**config.mk**
```make
export PLATFORM = sky130hd
export DESIGN_NAME = dual_wiper_ctrl
export DESIGN_NICKNAME = d
export VERILOG_FILES = /design/src/rtl/wiper_pkg.sv /design/src/rtl/wiper_step_calc.sv /design/src/rtl/wiper_channel.sv /design/src/rtl/dual_wiper_ctrl.sv
export SDC_FILE = /design/constraint.sdc
export NUM_CORES = 1
export LEC_CHECK = 0
export BUFFER_PORTS_ARGS = -buffer_cell sky130_fd_sc_hd__buf_4
export CAP_MARGIN = 20
export CELL_PAD_IN_SITES_DETAIL_PLACEMENT = 2
export CELL_PAD_IN_SITES_GLOBAL_PLACEMENT = 2
export CORE_MARGIN = 2
export CORE_UTILIZATION = 27
export CTS_CLUSTER_SIZE = 20
export DETAILED_ROUTE_END_ITERATION = 10
export PLACE_DENSITY = 0.88
export SETUP_SLACK_MARGIN = 0.02
export SLEW_MARGIN = 5
export SYNTH_ARGS = -nofsm -noshare
export SYNTH_HDL_FRONTEND = slang
export SYNTH_SLANG_ARGS = --single-unit
```
**constraint.sdc**
```tcl
create_clock -name clk -period 2.4 [get_ports clk]
set_input_delay 0.48 -clock clk [delete_from_list [all_inputs] [get_ports clk]]
set_output_delay 0.48 -clock clk [all_outputs]
set_load 0.005 [all_outputs]
```
**src/rtl/wiper_pkg.sv**
```systemverilog
package wiper_pkg;

    typedef enum logic [2:0] {
        OP_NOP   = 3'd0,
        OP_WRITE = 3'd1,
        OP_INC   = 3'd2,
        OP_DEC   = 3'd3,
        OP_SHL   = 3'd4,
        OP_SHR   = 3'd5,
        OP_READ  = 3'd6,
        OP_RSVD  = 3'd7
    } wiper_op_e;

    function automatic logic op_mutates(input wiper_op_e op);
        return (op == OP_WRITE) || (op == OP_INC) || (op == OP_DEC) ||
               (op == OP_SHL)   || (op == OP_SHR);
    endfunction

endpackage

```
**src/rtl/wiper_step_calc.sv**
```systemverilog
module wiper_step_calc
    import wiper_pkg::*;
#(
    parameter int CODE_W = 10
) (
    input  wiper_op_e          op,
    input  logic [CODE_W-1:0]  cur,
    input  logic [CODE_W-1:0]  data,
    output logic [CODE_W-1:0]  nxt
);
    localparam logic [CODE_W-1:0] CODE_MAX = {CODE_W{1'b1}};
    localparam logic [CODE_W-1:0] CODE_ONE = CODE_W'(1);

    always_comb begin
        unique case (op)
            OP_WRITE: nxt = data;
            OP_INC:   nxt = (cur == CODE_MAX) ? CODE_MAX : cur + CODE_ONE;
            OP_DEC:   nxt = (cur == '0) ? '0 : cur - CODE_ONE;
            OP_SHL: begin
                if (cur[CODE_W-1])
                    nxt = CODE_MAX;
                else if (cur == '0)
                    nxt = CODE_ONE;
                else
                    nxt = {cur[CODE_W-2:0], 1'b0};
            end
            OP_SHR:   nxt = {1'b0, cur[CODE_W-1:1]};
            default:  nxt = cur;
        endcase
    end
endmodule

```
**src/rtl/wiper_channel.sv**
```systemverilog
module wiper_channel
    import wiper_pkg::*;
#(
    parameter int CODE_W = 10
) (
    input  logic               clk,
    input  logic               rst_n,
    input  logic               apply,
    input  wiper_op_e          op,
    input  logic [CODE_W-1:0]  data,
    input  logic               restore,
    input  logic [CODE_W-1:0]  restore_val,
    output logic [CODE_W-1:0]  code
);
    localparam logic [CODE_W-1:0] CODE_MID = CODE_W'(1) << (CODE_W - 1);
    localparam logic [CODE_W-1:0] CODE_MAX = {CODE_W{1'b1}};

    logic [CODE_W-1:0] step_val;

    wiper_step_calc #(.CODE_W(CODE_W)) u_step (
        .op   (op),
        .cur  (code),
        .data (data),
        .nxt  (step_val)
    );

    always_ff @(posedge clk) begin
        if (!rst_n)
            code <= CODE_MID;
        else if (restore)
            code <= restore_val;
        else if (apply)
            code <= step_val;
    end

    // restore lands on the following edge
    assert_restore_load_R10: assert property (@(posedge clk) disable iff (!rst_n)
        restore |=> code == $past(restore_val));

    // code holds when untouched
    assert_hold_idle_R12: assert property (@(posedge clk) disable iff (!rst_n)
        (!restore && !apply) |=> $stable(code));

    // increment at top end saturates
    assert_inc_sat_R3: assert property (@(posedge clk) disable iff (!rst_n)
        (!restore && apply && op == OP_INC && code == CODE_MAX) |=> code == CODE_MAX);

    // decrement at zero saturates
    assert_dec_sat_R4: assert property (@(posedge clk) disable iff (!rst_n)
        (!restore && apply && op == OP_DEC && code == '0) |=> code == '0);

    // left shift of upper half saturates
    assert_shl_sat_R5: assert property (@(posedge clk) disable iff (!rst_n)
        (!restore && apply && op == OP_SHL && code[CODE_W-1]) |=> code == CODE_MAX);
endmodule

```
**src/rtl/dual_wiper_ctrl.sv**
```systemverilog
module dual_wiper_ctrl
    import wiper_pkg::*;
#(
    parameter int CODE_W = 10,
    parameter int ADDR_W = 2
) (
    input  logic               clk,
    input  logic               rst_n,
    input  logic               cmd_valid,
    input  logic [2:0]         cmd_op,
    input  logic [ADDR_W-1:0]  cmd_addr,
    input  logic [CODE_W-1:0]  cmd_data,
    input  logic               wp_n,
    input  logic               restore_req,
    input  logic [CODE_W-1:0]  restore_code0,
    input  logic [CODE_W-1:0]  restore_code1,
    output logic [CODE_W-1:0]  wiper0,
    output logic [CODE_W-1:0]  wiper1,
    output logic [CODE_W-1:0]  read_word
);
    localparam int NUM_CH = 2;

    wiper_op_e          op;
    logic [CODE_W-1:0]  codes    [NUM_CH];
    logic [CODE_W-1:0]  rest_val [NUM_CH];
    logic               addr_ok;
    logic               cmd_live;

    assign op          = wiper_op_e'(cmd_op);
    assign addr_ok     = (cmd_addr < ADDR_W'(NUM_CH));
    assign cmd_live    = cmd_valid && !restore_req && addr_ok;
    assign rest_val[0] = restore_code0;
    assign rest_val[1] = restore_code1;

    for (genvar ch = 0; ch < NUM_CH; ch++) begin : g_ch
        logic hit;
        assign hit = cmd_live && wp_n && op_mutates(op) && (cmd_addr == ADDR_W'(ch));

        wiper_channel #(.CODE_W(CODE_W)) u_chan (
            .clk         (clk),
            .rst_n       (rst_n),
            .apply       (hit),
            .op          (op),
            .data        (cmd_data),
            .restore     (restore_req),
            .restore_val (rest_val[ch]),
            .code        (codes[ch])
        );
    end

    always_ff @(posedge clk) begin
        if (!rst_n)
            read_word <= '0;
        else if (cmd_valid && !restore_req && op == OP_READ)
            read_word <= addr_ok ? codes[cmd_addr[0]] : '0;
    end

    assign wiper0 = codes[0];
    assign wiper1 = codes[1];

    // write protect freezes both codes
    assert_wp_block_R8: assert property (@(posedge clk) disable iff (!rst_n)
        (!wp_n && !restore_req) |=> ($stable(wiper0) && $stable(wiper1)));

    // out-of-range address touches nothing
    assert_bad_addr_R9: assert property (@(posedge clk) disable iff (!rst_n)
        (cmd_valid && !restore_req && !addr_ok) |=> ($stable(wiper0) && $stable(wiper1)));

    // restore discards the strobe for readback
    assert_restore_rd_R10: assert property (@(posedge clk) disable iff (!rst_n)
        restore_req |=> $stable(read_word));

    // read leaves codes alone
    assert_read_hold_R7: assert property (@(posedge clk) disable iff (!rst_n)
        (cmd_valid && !restore_req && op == OP_READ) |=> ($stable(wiper0) && $stable(wiper1)));
endmodule

```
==> key figures, run 1 <==
Status
  • Status: finished, final reports clean

Pwr
  • VDD IR-drop max: around 320 uV
  • Part of the power in registers: around a quarter
  • Gate power share: 32.1%
  • Switching share of power: between 30% and 40%
  • NetSw: 0.000755 W
  • LEAKAGE: roughly 1.7 nW
  • Clock network power share: 41.6%
  • Internal Pwr Total: approximately 0.0014 W
  • Pwr dens: ~520 nW/um^2

Placement
  • DP Area: approximately 4000 um^2
  • Hpwl dp: between 10000 and 15000 um
  • GP Congestion: about 0.95
  • DP Cell Count: 659
  • Setup slack at placement: -0.00666 ns
  • # port buffers: a little under 70

Global route
  • Initial antenna violation count: 0
  • Largest net degree at the start of global routing: 25
  • Total GRT Usage: 28.4%
  • First-pass GRT wire length: ~28000 um
  • Gr ovfl total: 0
  • Vias in the first global route: around 4600

STA
  • Setup Skew: 0.0159 ns
  • Final Hold Vio Count: 0
  • Max-slew violations: 0
  • Tmin final: roughly 2.3 ns
  • Headroom to the max-slew limit: 45.5%
  • RSZ-0062 raised after global routing: no
  • Final setup vio count: 0
  • TNS Setup: 0 ns
  • Slew @ Worst Pin: 0.817 ns
  • Period utilisation layout: between 90% and 100%
  • Worst setup margin: slightly below 0.1 ns
  • Fmax: 434 MHz

Synthesis
  • Synth area leaders: dfxtp_1 (19%), clkbuf_1 (5.8%), a21oi_1 (5.5%), nor3_1 (4.6%), nor2_1 (4.5%)
  • Mapped Nets: 507
  • Synth unique cells: 67
  • Leading area contributor after synthesis: dfxtp_1
  • Share of flip-flops with an asynchronous set or reset: 0%
  • Syn_area_per_cell: slightly below 7 um^2
  • Post-synth EDFFs: 0
  • Seq/Total Area, Yosys: around a fifth
  • Cell Area, Synth: between 3000 and 4000 um^2
  • Post-Syn Instances: around 460
  • Share of the synthesized area in the top cell type: 18.9%
  • Yosys warnings: 0
  • Post-synthesis register bit count: 30
  • Most used DFF post-synth: dfxtp_1

Route
  • Vias per cell: roughly 6.5
  • Vias: 4333
  • Final antenna-violating net count: 0
  • Pre-antenna DRT Iters: 6
  • Iteration-0 DRC count of the detailed router: 420
  • Total length of routed wires: between 15000 and 20000 um
  • DRC viols: 0
  • Routed WL per cell: roughly 27 um

Worst setup path
  • Critical Path End Type: register
  • CP Buf/Inv Count: 2
  • Worst-path maximum fanout: 6
  • Critical path arrival: 2.44 ns
  • Critical Path Stages: 8
  • Req. time, crit path: 2.53 ns
  • R2R Setup Slk: between 0.09 and 0.1 ns
  • Crit path max-delay family: simple AND/OR/NAND/NOR gates
  • Slowest CP cell: or4b_1
  • CP Capture Point: g_ch[1].u_chan.code[1]
  • Reg-to-reg startpoint: g_ch[1].u_chan.code[1]
  • CP cell instances: inv_1, ha_1, or4b_1, buf_4, o21ai_0, a21oi_1, nor3_2, a211oi_1
  • CP peak stage delay: around 0.55 ns
  • R2R Path End: g_ch[1].u_chan.code[1]
  • Critical path startpoint category: register
  • Beginning of the critical path: g_ch[1].u_chan.code[1]
  • Setup Crit Path Kind: register to register
  • R2R depth: 8

Clocking
  • Postcts setup bufs: 0
  • Num CTS Buffers: 5
  • CTS sink cnt: 30
  • Max H-tree Level: 2
  • Clock slew at reported path FFs: approximately 0.060 ns
  • TritonCTS clock tree: yes
  • Clock root cell: clkbuf_16
  • Max Root-Sink Buffers: 2
  • Clk_lat worst skew: 0.30 ns

Floorplanning
  • Initial Utilization: between 20% and 30%
  • Die area: 12700 um^2
  • Placeable Area: between 10000 and 15000 um^2
  • # rows: 39
  • Die width: approximately 110 um
  • Die height: 113 um
  • Top Ports: 70

Layout
  • Final Instance Area: approximately 4200 um^2
  • Post-Layout Cell Count: roughly 670
  • Layout fillers: around 1300
  • Most common cell after layout, fill and taps aside: buf_4
  • Register area: 601 um^2
  • Layout cells sized above 1: 23.7%
  • Area of the multi-input gates: 2330 um^2
  • Most frequent cells in the layout: buf_4 (108), nor2_1 (38), a21oi_1 (35), dfxtp_1 (30), nor3_1 (28)
  • Area growth syn-to-layout: 31.2%
  • Antenna Cells: 0
  • Nets: around 570

Worst hold path
  • WHS Path Cells: 3
  • Hold Path Class: primary input to register

Flow run
  • Max-Cap Viols: 0
==> logic make-up (layout without fill, tap and decap cells) <==
kind of cell | Yosys count | count (layout) | synth area share [%]
simple gates | 177 | 177 | 29.8
compound gates | 155 | 155 | 33.3
buf+inv | 69 | 131 | 8.21
flops | 30 | 30 | 18.9
mux | 16 | 16 | 5.11
xor+xnor | 10 | 10 | 2.75
fa+ha+maj | 5 | 5 | 1.96
==> worst register-to-register path, cell delays in order (launching register included) <==
cell and delay, ns:
dfxtp_1 0.32, inv_1 0.11, ha_1 0.25, or4b_1 0.55, buf_4 0.21, o21ai_0 0.23, a21oi_1 0.16, nor3_2 0.22
a211oi_1 0.11
==> synthesized netlist by cell type (4+ instances only) <==
cell      instances
a211oi_1          8
a21o_1            5
a21oi_1          35
a221oi_1          6
a22oi_1           5
a311oi_1          6
a31oi_1           7
and2_1            4
and3_1            8
and3b_1           5
clkbuf_1         49
dfxtp_1          30
ha_1              5
inv_1            13
mux2i_1          14
nand2_1          27
nand2b_1          4
nand3_1          19
nand3b_1          4
nand4_1           9
nor2_1           38
nor3_1           29
nor3b_1           4
nor4_1            4
o211ai_1         13
o21ai_0          23
o21ai_1           7
or4_1             6
xnor2_1           7
==> stage by stage <==
stage / power, W / utilization, % / hold WS, ns
finish: 0.00217 / 36.4 / 0.476
global route: 0.00224 / 36.4 / 0.506
CTS: 0.00215 / 36.3 / 0.477
global placement: 0.00119 / 34.6 / 0.469
floorplan: 0.000928 / - / 0.483
detailed placement: 0.00123 / 34.6 / 0.492
==> repair_timing <==
| action | 4_1_cts | 5_1_grt |
|---|---|---|
| hold buffers | 0 | 0 |
| gates resized for setup | 0 | 2 |
| endpoints found under the setup margin | 0 | 2 |
==> state kept, by name, summed over array words and instances (netlist names) <==
| signal | flops |
|---|---|
| read_word | 10 |
| g_ch.u_chan.code | 20 |
==> power by group through the flow <==
stage	registers, W	clock network, W	logic (W)
finish	0.000574	0.000904	0.000697
global route	0.000576	0.000936	0.000733
CTS	0.000570	0.000909	0.000674
detailed placement	0.000581	0	0.000646
global placement	0.000577	0	0.000616
floorplan	0.000558	0	0.000370
==> routing by layer <==
metal | global-route usage [%] | share of wire, %
met3 | 4.86 | 7.5
met5 | 0 | 0
met2 | 45.9 | 46
met4 | 14.6 | 5.1
met1 | 36.4 | 41
==> worst min path at each step <==
stage	startpoint	to
final	restore_code0[9]	g_ch[0].u_chan.code[9]
after global routing	restore_code0[9]	g_ch[0].u_chan.code[9]
after CTS	restore_code0[9]	g_ch[0].u_chan.code[9]
after detailed placement	read_word[9]	read_word[9]
after global placement	read_word[1]	read_word[1]
after floorplan	read_word[0]	read_word[0]
==> layout make-up <==
cell class              count  area share, %
clock buffers               6           3.32
multi-input cells         363           55.8
flip-flops and latches     30           14.4
clock inverters             2           1.44
inverters                  15           1.35
repair buffers            108           19.4
well taps                 143           4.28
Note: power is estimated with default switching activity, not from simulation.
==> run 2: changes to the inputs <==
Settings changed: CORE_UTILIZATION 27 to 28, CTS_BUF_LIST set to sky130_fd_sc_hd__clkbuf_8, PLACE_DENSITY 0.88 to 0.9, RECOVER_POWER set to 50.
==> key figures, run 2 (synthesis gave the netlist of run 1 again) <==
STA
  • Fmax: around 440 MHz
  • Final setup vio count: 0
  • Final Hold Vio Count: 0
  • Headroom to the max-slew limit: 40.5%
  • Setup Skew: 0.00821 ns
  • Period utilisation layout: 95.2%
  • Max-slew violations: 0
  • RSZ-0062 raised after global routing: yes
  • Slew @ Worst Pin: around 0.9 ns
  • Tmin final: ~2.3 ns
  • TNS Setup: 0 ns

Route
  • Iteration-0 DRC count of the detailed router: around 330
  • Vias per cell: ~6.5
  • DRC viols: 0
  • Total length of routed wires: 17400 um
  • Final antenna-violating net count: 0
  • Routed WL per cell: ~26 um
  • Pre-antenna DRT Iters: 5
  • Vias: about 4300

Worst setup path
  • Critical Path End Type: register
  • R2R Setup Slk: ~0.11 ns
  • Slowest CP cell: a221oi_1
  • Reg-to-reg startpoint: g_ch[0].u_chan.code[0]
  • Critical path arrival: 2.43 ns
  • Req. time, crit path: approximately 2.5 ns
  • Setup Crit Path Kind: register to register
  • Worst-path maximum fanout: 6
  • CP cell instances: inv_1, ha_1, nor2b_1, a31oi_1, a221oi_1, o31a_1, o32ai_1
  • R2R Path End: g_ch[0].u_chan.code[4]
  • Critical path startpoint category: register
  • R2R depth: 7
  • CP peak stage delay: between 0.3 and 0.4 ns

Clocking
  • Max Root-Sink Buffers: 2
  • Clock slew at reported path FFs: 0.07 ns
  • Hold buffer count at cts: 0
  • Num CTS Buffers: 5
  • Clock root cell: clkbuf_8
  • Clk_lat worst skew: 0.30 ns
  • Max H-tree Level: 2
  • CTS sink cnt: 30
  • TritonCTS clock tree: yes

Pwr
  • NetSw: ~0.0007 W
  • VDD IR-drop max: approximately 200 uV
  • Pwr dens: ~430 nW/um^2
  • Power, Total: around 0.0017 W
  • Switching share of power: approximately two fifths
  • Clock network power share: 27.1%
  • Gate power share: ~40%
  • Internal Pwr Total: around 0.001 W
  • LEAKAGE: 1.63 nW
  • Part of the power in registers: 33.0%

Floorplanning
  • Die width: about 110 um
  • Die area: 12200 um^2
  • # rows: 38
  • Placeable Area: approximately 11000 um^2
  • Die height: approximately 110 um
  • Initial Utilization: 29.0%
  • Top Ports: 70

Layout
  • Core Util, Final: 36.8%
  • Area growth syn-to-layout: 27.1%
  • Post-Layout Cell Count: 663
  • Antenna Cells: 0
  • Final Instance Area: about 4000 um^2
  • Top reg by flops: g_ch.u_chan.code
  • Most frequent cells in the layout: buf_4 (87), nor2_1 (38), a21oi_1 (35), dfxtp_1 (30), nor3_1 (29)
  • Nets: approximately 570
  • Layout cells sized above 1: around 23%
  • Layout fillers: around 1300
  • Register area: about 600 um^2
  • Top Registers: g_ch.u_chan.code: 20 flops, read_word: 10 flops
  • Max FFs per register: 20
  • Most common cell after layout, fill and taps aside: buf_4
  • Area of the multi-input gates: about 2300 um^2

Global route
  • Gr ovfl total: 0
  • Vias in the first global route: roughly 4700
  • Initial antenna violation count: 0
  • First-pass GRT wire length: 27200 um
  • Largest net degree at the start of global routing: 28
  • Total GRT Usage: about 28%

Placement
  • DP Area: 3950 um^2
  • Hpwl dp: ~13000 um
  • DP Cell Count: 654
  • GP Congestion: between 0.9 and 1
  • # port buffers: 69

Flow run
  • Max-Cap Viols: 0

Worst hold path
  • WHS Path Cells: 3
  • HP Start: restore_code0[9]
  • Hold Path End: g_ch[0].u_chan.code[9]
  • Hold Path Class: primary input to register

Status
  • Status: finished, final reports clean
[run 2: changes by cell type in the layout (fill, tap and decap cells not counted), sizes merged]
cell      before  now
clkbuf         6   26
bufinv         2    0
clkinvlp       0    1
buf          108   87
clkinv         2    3
[run 2: per-layer routing]
metal / routed length, um / vias to the layer above / part of all wire [%] / GRT usage [%]
met4: 884 / 0 / 5.1 / 14.5
met3: 1400 / 82 / 8.1 / 6.20
met2: 8170 / 267 / 47 / 46.4
li1: - / 1867 / - / -
met1: 6940 / 2107 / 40 / 33.6
met5: 0 / - / 0 / 0
[run 2: final cells by class]
cell class                      instances  share of cell area (%)
Clock buffer                            6                    2.04
Timing Repair Buffer                  107                    19.4
Tap cell                              140                    4.33
Clock inverter                          2                   0.309
Multi-Input combinational cell        363                    57.7
Inverter                               15                    1.39
Sequential cell                        30                    14.8
[run 2: worst max path at each step]
| stage | to | cells after the start | start | slack [ns] |
|---|---|---|---|---|
| floorplan | g_ch[1].u_chan.code[6] | 9 | g_ch[1].u_chan.code[0] | 0.15 |
| global placement | g_ch[0].u_chan.code[6] | 8 | cmd_op[2] | 0.05 |
| detailed placement | g_ch[0].u_chan.code[6] | 8 | cmd_op[2] | -0.07 |
| CTS | g_ch[1].u_chan.code[6] | 7 | g_ch[1].u_chan.code[1] | 0.13 |
| global route | g_ch[1].u_chan.code[6] | 7 | g_ch[1].u_chan.code[1] | 0.01 |
| finish | g_ch[0].u_chan.code[4] | 7 | g_ch[0].u_chan.code[0] | 0.11 |
[run 2: repair_timing]
action	4_1_cts	5_1_grt
pin swaps	1	1
gates resized for setup	2	1
setup buffers	0	1
endpoints found under the setup margin	5	3
[run 2: power by group through the flow]
stage	sequential, W	combinational, W	clock [W]
2_1_floorplan	0.000558	0.000370	0
3_3_place_gp	0.000570	0.000610	0
3_5_place_dp	0.000575	0.000651	0
4_1_cts	0.000564	0.000674	0.000465
5_1_grt	0.000570	0.000731	0.000492
6_report	0.000567	0.000686	0.000467
[run 2: worst max-delay path: cells and delay by family (launching register included)]
family	cells	cell delay, ns
AOI/OAI and AO/OA	4	0.94
adders and majority gates	1	0.33
buffers and inverters	1	0.10
DFF	1	0.38
and+or+nand+nor	1	0.38
[run 2: through the flow]
stage / setup WS, ns / hold slack (ns)
after floorplan: 0.154 / 0.483
after global placement: 0.0507 / 0.472
after detailed placement: -0.0708 / 0.496
after CTS: 0.134 / 0.468
after global routing: 0.0112 / 0.468
final: 0.115 / 0.465
